## config.mk

```make
export PLATFORM = sky130hd
export DESIGN_NAME = grp_issue_counter
export DESIGN_NICKNAME = d
export VERILOG_FILES = /design/src/rtl/grp_cnt_pkg.sv /design/src/rtl/grp_cnt_ctrl.sv /design/src/rtl/grp_cnt_dp.sv /design/src/rtl/grp_issue_counter.sv
export SDC_FILE = /design/constraint.sdc
export NUM_CORES = 1
export LEC_CHECK = 0
export BUFFER_PORTS_ARGS = -buffer_cell sky130_fd_sc_hd__buf_2
export CAP_MARGIN = 20
export CORE_ASPECT_RATIO = 0.5
export CORE_MARGIN = 5
export CORE_UTILIZATION = 50
export CTS_BUF_LIST = sky130_fd_sc_hd__clkbuf_8 sky130_fd_sc_hd__clkbuf_16
export DETAILED_ROUTE_END_ITERATION = 8
export HOLD_SLACK_MARGIN = 0.08
export PLACE_DENSITY = 0.72
export SYNTH_ARGS = -nofsm -noshare
export SYNTH_HDL_FRONTEND = slang
export SYNTH_SLANG_ARGS = --single-unit
export TNS_END_PERCENT = 10
```

## constraint.sdc

```tcl
create_clock -name clk -period 5 [get_ports clk]
set_input_delay 0.25 -clock clk [delete_from_list [all_inputs] [get_ports clk]]
set_output_delay 0.25 -clock clk [all_outputs]
set_load 0.05 [all_outputs]
```

## src/rtl/grp_cnt_pkg.sv

```systemverilog
package grp_cnt_pkg;
  localparam int NUM_CLASS = 10;
  localparam int CLASS_W   = 4;
  localparam int CREDIT_W  = 2;
  localparam int PAIR_CREDIT = 2;

  typedef enum logic [CLASS_W-1:0] {
    UC_UNKNOWN = 4'd0,
    UC_ARITH   = 4'd1,
    UC_SHIFT   = 4'd2,
    UC_COMPARE = 4'd3,
    UC_LOAD    = 4'd4,
    UC_STORE   = 4'd5,
    UC_MOVIMM  = 4'd6,
    UC_JUMP    = 4'd7,
    UC_BRANCH  = 4'd8,
    UC_NOP     = 4'd9
  } unit_class_e;

  // Strobes from control to datapath
  typedef struct packed {
    logic               take;  // valid instruction this cycle
    logic               open;  // it starts a new group
    logic [CLASS_W-1:0] slot;  // credit slot it consumes
  } grp_strobe_t;

  // Reload value of one class credit at the start of a group
  function automatic logic [CREDIT_W-1:0] reloadCredit(input int idx);
    if (idx == int'(UC_ARITH) || idx == int'(UC_LOAD) || idx == int'(UC_STORE))
      return CREDIT_W'(PAIR_CREDIT);
    return CREDIT_W'(1);
  endfunction
endpackage

```

## src/rtl/grp_cnt_ctrl.sv

```systemverilog
module grp_cnt_ctrl
  import grp_cnt_pkg::*;
#(
  parameter int NCLS = NUM_CLASS,
  parameter int CW   = CLASS_W
) (
  input  logic            instValid,
  input  logic [CW-1:0]   unitClass,
  input  logic            depFlag,
  input  logic [NCLS-1:0] creditEmpty,
  output grp_strobe_t     strobe
);
  logic [CW-1:0] slot;
  logic          emptySel;

  // Codes outside the class range fold onto the unknown class
  assign slot = (unitClass < CW'(NCLS)) ? unitClass : CW'(UC_UNKNOWN);

  always_comb begin
    emptySel = 1'b0;
    for (int i = 0; i < NCLS; i++) begin
      if (slot == CW'(i)) emptySel = creditEmpty[i];
    end
  end

  always_comb begin
    strobe.take = instValid;
    strobe.open = instValid && (depFlag || emptySel);
    strobe.slot = slot;
  end
endmodule

```

## src/rtl/grp_cnt_dp.sv

```systemverilog
module grp_cnt_dp
  import grp_cnt_pkg::*;
#(
  parameter int NCLS = NUM_CLASS,
  parameter int CW   = CLASS_W,
  parameter int KW   = CREDIT_W,
  parameter int CNT_W = 32
) (
  input  logic             clk,
  input  logic             rst,
  input  grp_strobe_t      strobe,
  output logic [NCLS-1:0]  creditEmpty,
  output logic [CNT_W-1:0] groupCount,
  output logic [CNT_W-1:0] instCount,
  output logic             newGroup
);
  genvar g;
  generate
    for (g = 0; g < NCLS; g++) begin : g_credit
      localparam logic [KW-1:0] RELOAD = reloadCredit(g);
      logic [KW-1:0] credit;
      always_ff @(posedge clk) begin
        if (rst) begin
          credit <= '0;
        end else if (strobe.take) begin
          if (strobe.open)
            credit <= (strobe.slot == CW'(g)) ? RELOAD - KW'(1) : RELOAD;
          else if (strobe.slot == CW'(g))
            credit <= credit - KW'(1);
        end
      end
      assign creditEmpty[g] = (credit == '0);
    end
  endgenerate

  always_ff @(posedge clk) begin
    if (rst) begin
      groupCount <= '0;
      instCount  <= '0;
      newGroup   <= 1'b0;
    end else begin
      newGroup <= strobe.open;
      if (strobe.take) instCount  <= instCount + CNT_W'(1);
      if (strobe.open) groupCount <= groupCount + CNT_W'(1);
    end
  end
endmodule

```

## src/rtl/grp_issue_counter.sv

```systemverilog
module grp_issue_counter
  import grp_cnt_pkg::*;
#(
  parameter int CNT_W = 32
) (
  input  logic               clk,
  input  logic               rst,
  input  logic               instValid,
  input  logic [CLASS_W-1:0] unitClass,
  input  logic               depFlag,
  output logic [CNT_W-1:0]   groupCount,
  output logic [CNT_W-1:0]   instCount,
  output logic               newGroup
);
  grp_strobe_t          strobe;
  logic [NUM_CLASS-1:0] creditEmpty;

  grp_cnt_ctrl #(.NCLS(NUM_CLASS), .CW(CLASS_W)) u_ctrl (
    .instValid  (instValid),
    .unitClass  (unitClass),
    .depFlag    (depFlag),
    .creditEmpty(creditEmpty),
    .strobe     (strobe)
  );

  grp_cnt_dp #(.NCLS(NUM_CLASS), .CW(CLASS_W), .KW(CREDIT_W), .CNT_W(CNT_W)) u_dp (
    .clk        (clk),
    .rst        (rst),
    .strobe     (strobe),
    .creditEmpty(creditEmpty),
    .groupCount (groupCount),
    .instCount  (instCount),
    .newGroup   (newGroup)
  );
endmodule

```

== Yosys cells after proc, flatten, opt, wreduce, memory -nomap -nowiden ==
Index checks and enable logic that the tools add are counted.

* Add/sub/neg operators: 12
* Order comparisons: 1
* Eq/ne operators: 9
* Multiplexer cells: 41
* Reductions and logical operators: 33

{| class="wikitable"
|+ Operators with widths
! cell !! number
|-
| adder 32 x 1 -> 32 bit, second input constant || 2
|-
| two-way mux 2 bit || 23
|-
| logical NOT 2 bit || 10
|-
| AND reduction 2 bit || 10
|-
| nonzero test 2 bit || 10
|-
| subtractor 2 x 1 -> 2 bit, second input constant || 10
|-
| two-way mux 1 bit || 17
|-
| equality test 4 x 3 -> 1 bit, second input constant || 4
|-
| equality test 4 x 2 -> 1 bit, second input constant || 2
|-
| equality test 4 bit, second input constant || 2
|-
| equality test 4 x 1 -> 1 bit, second input constant || 1
|-
| logical NOT 4 bit || 1
|-
| less-than comparator 4 bit, second input constant || 1
|-
| two-way mux 4 bit || 1
|-
| logical AND 1 bit || 1
|-
| logical OR 1 bit || 1
|}

* Register bits: 85
* Input bits: 8
* Output and inout bits: 65
* Word-level logic and storage cells: 109

== Depth between registers and ports, before layout ==
* Word-level depth: 17
* Depth in mapped cells: 10
* Mapped depth without buffers: 8

== Modules after synthesis ==
From an unflattened synthesis, not the netlist that was laid out.

* Cell total of the unflattened synthesis: 529
* Area, all modules: 4,406.7 um^2

{| class="wikitable"
|+ By module, submodules not included
! module !! instances !! cells each !! area an instance (um^2)
|-
| grp_cnt_dp || 1 || 499 || 4,210.3
|-
| grp_cnt_ctrl || 1 || 30 || 196.4
|}

== Least setup slack after synthesis ==
OpenSTA, ideal clock, no wires.

* Kind: register to register
* Start point: register u_dp.groupCount[14]
* End point: register u_dp.groupCount[31]
* Arrival: 2.481 ns
* Slack: 2.448 ns
* Stages on the path, launching flop included: 7
* Period minus slack after synthesis: 2.552 ns
* Cell sequence: dfxtp_1 nand2_1 or3_1 nor4b_1 nand4_1 or4_1 a21oi_1

* Longest elaborated chain between the ends: 1

{| class="wikitable"
|+ Ends and longest elaborated chain
! item !! RTL line !! text
|-
| start, declared || grp_cnt_dp.sv:13 || <nowiki>output logic [CNT_W-1:0] groupCount,</nowiki>
|-
| start signal, assigned || grp_cnt_dp.sv:44 || <nowiki>if (strobe.open) groupCount <= groupCount + CNT_W'(1);</nowiki>
|-
| adder 32 x 1 -> 32 bit || grp_cnt_dp.sv:44 ||
|}

Every way passes these cells.
A chain may end at the register's enable or synchronous reset.

== Worst setup path in the final report ==
* Start point: register u_dp.g_credit[1].credit[0]
* End point: register u_dp.groupCount[26]

* Longest elaborated chain between the ends: 12

{| class="wikitable"
|+ Ends and longest elaborated chain
! item !! RTL line !! text
|-
| start, declared || grp_cnt_dp.sv:21 || <nowiki>logic [KW-1:0] credit;</nowiki>
|-
| start signal, assigned || grp_cnt_dp.sv:27 || <nowiki>credit <= (strobe.slot == CW'(g)) ? RELOAD - KW'(1) : RELOAD;</nowiki>
|-
| start signal, assigned || grp_cnt_dp.sv:29 || <nowiki>credit <= credit - KW'(1);</nowiki>
|-
| logical NOT 2 bit || grp_cnt_dp.sv:32 || <nowiki>assign creditEmpty[g] = (credit == '0);</nowiki>
|-
| two-way mux 1 bit (9 in series) || grp_cnt_ctrl.sv:22 || <nowiki>if (slot == CW'(i)) emptySel = creditEmpty[i];</nowiki>
|-
| logical OR 1 bit || grp_cnt_ctrl.sv:28 || <nowiki>strobe.open = instValid && (depFlag || emptySel);</nowiki>
|-
| logical AND 1 bit || grp_cnt_ctrl.sv:28 ||
|}

Every way passes these cells.

==> summary.md <==
| Metric | Value |
|---|---|
| Final setup fails | 0 |
| Flop pwr share | about 45% |
| Vias per inst | approximately 5.5 |
| Yosys Warn Count | 0 |
| Post-synthesis cell count | 521 |
| Die Width | 140.3 um |
| Hold WC Path Type | input port to flop |
| First-pass GRT wire length | between 15000 and 20000 um |
| FFs w/ async S/R, synth | 0% |
| Register bit total from synthesis | 85 |
| Chip height | 75.14 um |
| Antenna violations before repair | 0 |
| Min-delay src | unitClass[2] |
| Cell area power density | roughly 310 nW/um2 |
| Setup Crit Path Kind | flop to flop |
| Most frequent cell after synthesis | dfxtp_1 |
| Post-synth top flop | dfxtp_1 |
| Post-Syn Nets | between 500 and 600 |
| Floorplan row count | 23 |
| GRT Total Usage | 18.84% |
| Maximum clock rate | around 360 MHz |
| Hold_buf cts | 0 |
| CP Launch Type | flop |
| Largest area contributor in the netlist | dfxtp_1 |
| Worst-skew pair later-pin latency | 340 ps |
| Starting Density | approximately 52% |
| Sw Share | 23.35% |
| CP max stage cell | a221oi_4 |
| P_leak | roughly 1.9 nW |
| Clk sinks | 85 |
| 1st-iter DRT viols | around 230 |
| Maximum vdd drop | roughly 0.17 mV |
| Post-CTS Resized | 0 |
| Worst Setup End Kind | flop |
| Post-Layout Inst Area | 5004 um2 |
| Worst slew margin | 44.46% |
| Gpl congestion | approximately 0.8 |
| CTS clock-pin slew for the worst setup and hold paths | around 60 ps |
| Total Routed Length | around 10000 um |
| Clock share of power | 47.2% |
| N_diodes | 0 |
| Dpl hpwl | a little under 7000 um |
| Combinational power share | under 10% |
| P_int | about 1.2 mW |
| Mean Syn Cell Area | about 8.1 um2 |
| Worst-path maximum fanout | 18 |
| Share of cells above drive strength 1 | between 10% and 20% |
| CP Cell Sequence | inv_1, ha_1, and3b_1, o21ai_0, a221oi_4, o211ai_2, or4_1, a21oi_1 |
| Layout overhead on the synthesized area | 17.93% |
| DR pass1 iterations | 4 |
| WL/cell | around 14 um |
| Slew Limit Fails | 0 |
| Fin. Hold Viols | 0 |
| Post CTS Setup Buffer Count | 0 |
| Final TNS setup | 0 ps |
| RSZ-0062 raised after global routing | false |
| Crit path arrival time | 3070 ps |
| Vias in the first global route | between 3000 and 4000 |
| Register area share after synthesis | between 40 and 50% |
| Via count | approximately 3800 |
| Synth area leaders | dfxtp_1 40%, a21oi_1 5.7%, nor2_1 4.7%, or3_1 4.1%, xor2_1 4.1% |
| Start point of the critical path | u_dp.g_credit[1].credit[0] |
| Fin crit period | about 2800 ps |
| Placeable Area | 8144 um2 |
| I/O pin count | between 70 and 80 |
| Remaining Overflow, GRT | 0 |
| Required time of the critical path | approximately 5300 ps |
| CTS tree | built |
| Commonest cells post-synth | 85 x dfxtp_1, 53 x nor2_1, 48 x a21oi_1, 36 x inv_1, 31 x nand2_1 |
| Clock Tree Buf Depth | 2 |
| Worst r2r src | u_dp.g_credit[1].credit[0] |
| Residual DRC | 0 |
| CP peak stage delay | 730 ps |
| Clk_skew | 7.834 ps |
| Reg-to-reg slack, setup | 2200 ps |
| CTS Buf Count | 9 |
| Least-Margin Pin Slew | 833.1 ps |
| Total net switching power | between 300 and 400 uW |
| Status | finished, final reports clean |
| # port buffers | 72 |
| Final Power | approximately 1.6 mW |
| Hold slack | 434.7 ps |
| Period utilisation layout | around 56% |
| Syn Std Cell Area | 4243 um2 |
| Synth cell types | 49 |
| Max Cap Viol | 0 |
| Post-DRT Antenna Nets | 0 |
| Root Buffer | clkbuf_16 |
| Post-DP Area | about 4700 um2 |
| Post-synth EDFFs | 0 |
| Net count reported at finish | 603 |
| Largest net degree at the start of global routing | between 40 and 50 |
| DIE AREA | 10540 um2 |
| Top-area cell type share of the netlist area | around 40% |
| Htree depth | 3 |
critical path: cells and delay by family, from the launching register on:
family / cells / cell delay [ps]
and+or+nand+nor: 2 / 730
adders and majority gates: 1 / 140
DFF: 1 / 320
AOI/OAI and AO/OA: 4 / 1470
buffers and inverters: 1 / 60
registers in the layout, indices dropped and copies added (netlist names):
name,count
u_dp.instCount,32
u_dp.newGroup,1
u_dp.g_credit.credit,20
u_dp.groupCount,32
worst paths after layout:
| check | endpoint | cells after the start |
|---|---|---|
| setup / recovery | u_dp.groupCount[26] | 8 |
| hold / removal | u_dp.g_credit[5].credit[0] | 4 |
| setup reg to reg | u_dp.groupCount[26] | 8 |
| hold reg to reg | u_dp.g_credit[7].credit[1] | 2 |
power by group through the flow:
stage,sequential (mW),combinational (mW),clock [mW]
6_report,0.698,0.125,0.735
3_5_place_dp,0.713,0.124,0
2_1_floorplan,0.727,0.0794,0
5_1_grt,0.700,0.141,0.777
4_1_cts,0.698,0.126,0.748
3_3_place_gp,0.713,0.123,0
stage by stage:
step	worst slack, ps	instances	utilization, %
2_1_floorplan	2448	521	-
3_3_place_gp	2156	684	57.32
3_5_place_dp	2056	684	57.32
4_1_cts	2203	700	61.44
5_1_grt	1956	700	61.44
6_report	2200	700	61.44
cell families (layout without fill, tap and decap cells):
family          Yosys count  in the layout  share of synthesized area [%]
simple gates            215            215                          26.48
buf+inv                  60            127                          5.485
xor+xnor                 36             36                          7.431
fa+ha+maj                12             12                          3.539
compound gates          110            110                          16.19
mux                       3              3                         0.7667
flops                    85             85                          40.11
layout make-up:
type,instances,area (um2)
inverters,36,135.1
fillers,735,3141
multi-input cells,376,2308
clock buffers,11,252.7
flip-flops and latches,85,1702
clock inverters,5,82.58
well taps,112,140.1
repair buffers,75,382.9
routing by layer:
metal / routed length, um / share of wire (%) / vias up / GRT usage, %
met4: 61 / 0.63 / 0 / 4.511
met1: 4484 / 46 / 1763 / 22.61
met3: 537 / 5.5 / 7 / 6.599
met2: 4630 / 48 / 78 / 33.26
met5: 0 / 0 / - / 0
li1: - / - / 1972 / -
cell usage in the layout, fill, tap and decap left out, types with 2 or more instances in the layout:
master,n
a21oi_1,48
nor2_1,53
nand3b_1,2
nor4_1,4
or4_1,8
and2_1,4
and3b_1,2
o21ai_1,2
clkbuf_8,2
dfxtp_1,85
nor3_1,14
or3_1,28
o2111ai_1,10
nand2_1,31
xnor2_1,16
buf_2,72
nand4_1,17
nand3_1,26
xor2_1,20
clkbuf_16,9
o21ai_0,25
ha_1,12
a21boi_0,2
buf_4,3
clkinvlp_4,3
and3_1,9
and4_1,3
o31ai_1,7
o211ai_1,2
inv_1,36
nor2b_1,7
a21o_1,5
bufinv_16,2
mux2_2,2
Note: power is estimated with default switching activity, not from simulation.
